--- src/rtl/ramp_adc_ctrl.sv ---
module ramp_adc_ctrl #(
  parameter int CH_PER_KIND = 16,
  parameter int MAX_W = 12,
  parameter int NCH = 2 * CH_PER_KIND,
  parameter int AW = $clog2(NCH)
) (
  input  logic             clk,
  input  logic             rst_n,
  input  logic             start_i,
  input  logic [1:0]       res_sel_i,
  input  logic [NCH-1:0]   cmp_i,
  input  logic [AW-1:0]    rd_addr_i,
  output logic             ramp_en_o,
  output logic             done_o,
  output logic [MAX_W-1:0] rd_data_o
);

  logic             run_q, done_q;
  logic [1:0]       res_q;
  logic [MAX_W-1:0] cnt_q, term;
  logic [NCH-1:0]   cmp_q, hit_q;
  logic [MAX_W-1:0] mem [NCH];

  always_comb begin
    case (res_q)
      2'd0:    term = MAX_W'((1 << (MAX_W - 4)) - 1);
      2'd1:    term = MAX_W'((1 << (MAX_W - 2)) - 1);
      default: term = {MAX_W{1'b1}};
    endcase
  end

  wire             launch   = !run_q && start_i;
  wire             last     = run_q && (cnt_q == term);
  wire [NCH-1:0]   fire     = cmp_i & ~cmp_q & ~hit_q & {NCH{run_q}};
  wire [MAX_W-1:0] cnt_gray = cnt_q ^ (cnt_q >> 1);
  wire [MAX_W-1:0] fs_gray  = term ^ (term >> 1);

  always_ff @(posedge clk or negedge rst_n) begin
    if (!rst_n) begin
      run_q  <= 1'b0;
      done_q <= 1'b0;
      res_q  <= 2'd0;
      cnt_q  <= '0;
      cmp_q  <= '0;
      hit_q  <= '0;
    end else begin
      cmp_q  <= cmp_i;
      done_q <= last;
      if (launch) begin
        run_q <= 1'b1;
        cnt_q <= '0;
        res_q <= res_sel_i;
        hit_q <= '0;
      end else if (run_q) begin
        cnt_q <= cnt_q + 1'b1;
        hit_q <= hit_q | fire;
        if (last) run_q <= 1'b0;
      end
    end
  end

  for (genvar g = 0; g < NCH; g++) begin : g_ch
    always_ff @(posedge clk or negedge rst_n) begin
      if (!rst_n)                 mem[g] <= '0;
      else if (launch)            mem[g] <= '0;
      else if (fire[g])           mem[g] <= cnt_gray;
      else if (last && !hit_q[g]) mem[g] <= fs_gray;
    end

    AST_HELD_AFTER_HIT: assert property (@(posedge clk) disable iff (!rst_n)
      (run_q && hit_q[g]) |=> $stable(mem[g]));
  end

  assign ramp_en_o = run_q;
  assign done_o    = done_q;
  assign rd_data_o = mem[rd_addr_i];

  AST_DONE_SINGLE: assert property (@(posedge clk) disable iff (!rst_n)
    done_o |=> !done_o);
  AST_DONE_AFTER_RAMP: assert property (@(posedge clk) disable iff (!rst_n)
    done_o |-> ($past(ramp_en_o) && !ramp_en_o));
  AST_RAMP_FALL_DONE: assert property (@(posedge clk) disable iff (!rst_n)
    $fell(ramp_en_o) |-> done_o);
  AST_COUNT_BOUND: assert property (@(posedge clk) disable iff (!rst_n)
    ramp_en_o |-> (cnt_q <= term));
  AST_NO_RESTART: assert property (@(posedge clk) disable iff (!rst_n)
    (ramp_en_o && !last) |=> (ramp_en_o && cnt_q == $past(cnt_q) + 1'b1));
  AST_UPPER_ZERO: assert property (@(posedge clk) disable iff (!rst_n)
    (res_q == 2'd0) |-> (rd_data_o[MAX_W-1:MAX_W-4] == '0));

endmodule

--- config.mk ---
export PLATFORM = sky130hd
export DESIGN_NAME = ramp_adc_ctrl
export DESIGN_NICKNAME = d
export VERILOG_FILES = /design/src/rtl/ramp_adc_ctrl.sv
export SDC_FILE = /design/constraint.sdc
export NUM_CORES = 1
export LEC_CHECK = 0
export BUFFER_PORTS_ARGS = -buffer_cell sky130_fd_sc_hd__buf_2
export CORE_MARGIN = 2
export CORE_UTILIZATION = 35
export DETAILED_ROUTE_END_ITERATION = 10
export PLACE_DENSITY = 0.55
export RECOVER_POWER = 50
export SLEW_MARGIN = 25
export SYNTH_ARGS = -nofsm -noshare
export SYNTH_HDL_FRONTEND = slang
export SYNTH_SLANG_ARGS = --single-unit
--- constraint.sdc ---
create_clock -name clk -period 3.3 [get_ports clk]
set_input_delay 0.495 -clock clk [delete_from_list [all_inputs] [get_ports clk]]
set_output_delay 0.495 -clock clk [all_outputs]
set_load 0.05 [all_outputs]
# Word-level counts from Yosys, hierarchy flattened
# Cells that the tools add are included.
[classes]
n_eq_ne = 2
muxes = 107
reduce_logical = 101
n_lt_le_gt_ge = 1
add_sub_neg = 1
bitwise = 9
[op_table]
columns = ["operator", "n"]
rows = [
  ["$mux 12", 100],
  ["$and 32x32->32", 3],
  ["$reduce_bool 3->1", 32],
  ["$mux 32", 2],
  ["$not 32->32", 2],
  ["$bmux 12 s5", 1],
  ["$logic_and 1x1->1", 34],
  ["$logic_not 1->1", 33],
  ["$or 32x32->32", 1],
  ["$pmux 12 s2", 1],
  ["$xor 12x11->12", 2],
  ["$add 12x1->12 const B", 1],
  ["$eq 12x12->1", 1],
  ["$ge 6x6->1 const B", 1],
  ["$not 5->6", 1],
  ["$mux 1", 3],
  ["$eq 2x1->1 const B", 1],
  ["$logic_not 2->1", 1],
  ["$reduce_bool 2->1", 1],
]
[word_totals]
ff_bits = 464
input_bits = 42

# Longest topological paths before layout
[logic_depth]
depth_word = 8
mapped_depth = 9

# Worst setup path before layout
# No wires, ideal clock.
[synth_timing]
path_kind = "input -> output"
start = "input port rd_addr_i[1]"
end = "output port rd_data_o[10]"
n_path_buf = 3
t_required_ns = 2.805
cell_stages = 7
t_arrival_ns = 2.169
path_slack_ns = 0.636
path_cell_list = "clkbuf_1 buf_2 buf_1 mux2i_1 a22oi_1 a31oi_1 nand3_1"
[synth_via]
elab_chain_cells = 4
[synth_rtl]
columns = ["element", "line", "source"]
rows = [
  ["start, declared", "12", "input logic [AW-1:0] rd_addr_i,"],
  ["$not 5->6 (not written as such)", "76", "assign rd_data_o = mem[rd_addr_i];"],
  ["$bmux 12 s5", "76", ""],
  ["$mux 12 (not written as such) (2 in a row)", "76", ""],
  ["end, declared", "15", "output logic [MAX_W-1:0] rd_data_o"],
]
# Every way passes these cells. The select of a mux whose other input is x is not followed.

# Final worst setup path
[layout_timing]
start = "register mem[352] (netlist bit)"
end = "output port rd_data_o[4]"
[layout_via]
elab_chain_cells = 3
[layout_rtl]
columns = ["element", "line", "source"]
rows = [
  ["start, declared", "22", "logic [MAX_W-1:0] mem [NCH];"],
  ["start signal, assigned by index", "66", "else if (fire[g]) mem[g] <= cnt_gray;"],
  ["start signal, assigned by index", "67", "else if (last && !hit_q[g]) mem[g] <= fs_gray;"],
  ["$bmux 12 s5", "76", ""],
  ["$mux 12 (not written as such) (2 in a row)", "76", ""],
]
# Every way passes these cells. The select of a mux whose other input is x is not followed.

==> impl_metrics.json <==
{
  "finalSetupTns_ns": 0,
  "core_um2": 64120,
  "clk_pin_slew_ns": 0.06,
  "root_buffer": "clkbuf_16",
  "worst_setup_path_end_kind": "primary output",
  "floorplan.die.width_um": 258.0,
  "cts_tree": "yes",
  "dr.pass1.iters": 5,
  "violations": "capacitance limit, slew limit",
  "fillers": 6066,
  "drt-total-wl_um": 71210,
  "ant_nets": 0,
  "fmax_ghz": 0.3361,
  "tightest_slew_ns": 2.020,
  "grt_setup_unrepaired": "no",
  "status": "finished with violations",
  "cp_num_buf_inv": 2,
  "gp_congestion": 0.8275,
  "path_max_fanout": 2,
  "crit_chain": "mux2i_1 -> a22o_1 -> nor3_1 -> buf_4 -> a31oi_1 -> nand3_1 -> buf_2",
  "worstPathArrival_ns": 2.48,
  "grt_pass1_wl_um": 108700,
  "layout_commonest_cell": "dfrtp_1",
  "fin_worst_skew_ns": 0.02857,
  "ys_seq_area_frac": 0.5142,
  "dp_hpwl_um": 44510,
  "synth.cell_area_um2": 22580,
  "nets": 2018,
  "io_buffer_count": 55,
  "final_cell_mix": "dfrtp_1 (464), a22o_1 (313), mux2i_1 (227)",
  "netlist_instances": 1968,
  "gr-total-overflow": 0,
  "power_density_nw_per_um2": 789.6,
  "crit_family": "simple AND/OR/NAND/NOR gates",
  "drt_iter0_drc": 1403,
  "place_ws_ns": 0.4169,
  "netlist-cell-type-count": 35,
  "track_usage": 0.2140,
  "cts_buffer_depth": 3,
  "rows": 93,
  "crit_path_start_kind": "flop",
  "power_leakage_nw": 12.11,
  "io_pins": 56,
  "worstPathRequired_ns": 2.80,
  "grt_pass1_vias": 16760,
  "finalHoldViolCount": 0,
  "finalPower_mw": 20.40,
  "cpMaxStageDelayCell": "nor3_1",
  "htreeDepth": 2,
  "synth_area_per_cell_um2": 11.48,
  "ys_seq_elements": 464,
  "initial_core_util": 0.3522,
  "n_antenna_cell": 0,
  "fin_cells": 2859,
  "fp.dieH_um": 258.0,
  "num_vias": 16340,
  "cts.sinks": 464,
  "setup_viol_count_final": 0,
  "hp-class": "primary input to flop",
  "period_share": 0.9017,
  "max_stage_delay_ns": 0.44,
  "via_per_inst": 5.716,
  "syn2layout_area_growth_pct": 14.38,
  "dp.cells": 2747,
  "die_area_um2": 66570,
  "grt_max_degree": 93,
  "cts_resized": 0,
  "cts_inserted_buffers": 52,
  "worstSetupPathType": "flop to primary output",
  "cap_viol_max_count": 1,
  "drive_gt1_frac": 0.1801,
  "antenna_found_initial": 0,
  "fin_crit_ns": 2.976,
  "syn_nets": 2020,
  "slew-limit-headroom": -0.3464,
  "clock_latency_ns": 0.61,
  "synth_warnings": 0,
  "wl_per_cell_um": 24.91,
  "setup_slack_ns": 0.3245,
  "drv_slew": 67,
  "ir_drop_mv": 0.4628,
  "drc": 0
}
==> stage by stage <==
step                instance area, µm²  hold WS (ns)  utilization
floorplan                        22580        0.1994            -
global placement                 24060        0.4618       0.3753
detailed placement               24060        0.4733       0.3753
CTS                              25900      0.001388       0.4039
global route                     25830       0.03109       0.4029
finish                           25830       0.04279       0.4029
==> worst paths after layout <==
path,from,to,slack (ns),depth (start not counted)
worst min-delay path,cmp_i[30],cmp_q[30],0.04,1
worst max register to register,ramp_en_o,mem[141],0.74,5
worst min register to register,cmp_q[15],hit_q[15],0.48,1
worst max-delay path,mem[352],rd_data_o[4],0.32,7
min in group asynchronous,rst_n,cnt_q[0],1.01,2
max in group asynchronous,rst_n,cmp_q[20],0.65,3
==> registers in the layout (all words and copies together), names as in the netlist <==
| name | count |
|---|---|
| mem | 384 |
| cmp_q | 32 |
| hit_q | 32 |
| cnt_q | 12 |
| res_q | 2 |
| done_o | 1 |
| ramp_en_o | 1 |
==> cells in the mapped netlist, drive strengths merged <==
library cell	n	area (µm²)
inv	8	30.03
a21o	6	45.04
nand2b	11	68.82
clkbuf	159	598.1
mux2	96	1190
o21ai	41	205.2
o21a	32	457.9
and2	2	12.51
nand3	28	140.1
a21oi	89	445.4
xnor2	4	35.03
xor2	3	26.28
ha	10	125.1
nand4	13	81.33
mux2i	227	2272
nor2	197	739.5
dfrtp	464	11610
a31oi	12	75.07
nor3	13	76.33
o221ai	1	15.01
a22o	313	2741
nor4bb	32	320.3
nor2b	10	62.56
nand2	82	307.8
a22oi	48	360.4
and3	2	12.51
or2	2	12.52
buf	63	515.5
==> report_power, final <==
| part | leakage [nW] | total (mW) | internal, mW | switching (mW) |
|---|---|---|---|---|
| Clock | 0.807 | 5.69 | 3.26 | 2.43 |
| Sequential | 5.81 | 8.53 | 7.43 | 1.10 |
| Combinational | 5.50 | 6.17 | 2.52 | 3.65 |
| Total | 12.1 | 20.4 | 13.2 | 7.18 |
==> kinds of logic after synthesis <==
family                   after synthesis  synth area share
AO/OA/AOI/OAI                        542            0.1924
XOR/XNOR                               7          0.002715
adder cells (fa/ha/maj)               10          0.005540
buffers and inverters                230           0.05064
flip-flops                           464            0.5142
multiplexers                         323            0.1533
AND/OR/NAND/NOR                      392           0.08122
==> timing repair <==
| action | in CTS | in global routing |
|---|---|---|
| hold endpoints to repair | 83 | 0 |
| hold buffers | 20 | 0 |
| buffers inserted | 0 | 0 |
==> area by class of cell <==
type                    count  area [µm²]  area share
flip-flops and latches    464       11610      0.4495
inverters                   8       30.03    0.001163
clock buffers              78        1530     0.05924
well taps                 855        1070     0.04141
repair buffers            166        1388     0.05372
clock inverters            14       107.6    0.004166
multi-input cells        1274       10090      0.3908
==> per-layer routing <==
layer | vias to the layer above | GRT usage | wire (µm)
met5 | - | 0 | 0
met4 | 0 | 0.06840 | 2053
met3 | 114 | 0.04603 | 5489
met2 | 570 | 0.3292 | 32220
met1 | 8488 | 0.3008 | 31440
li1 | 7170 | - | -
(Power assumes the default switching activity.)
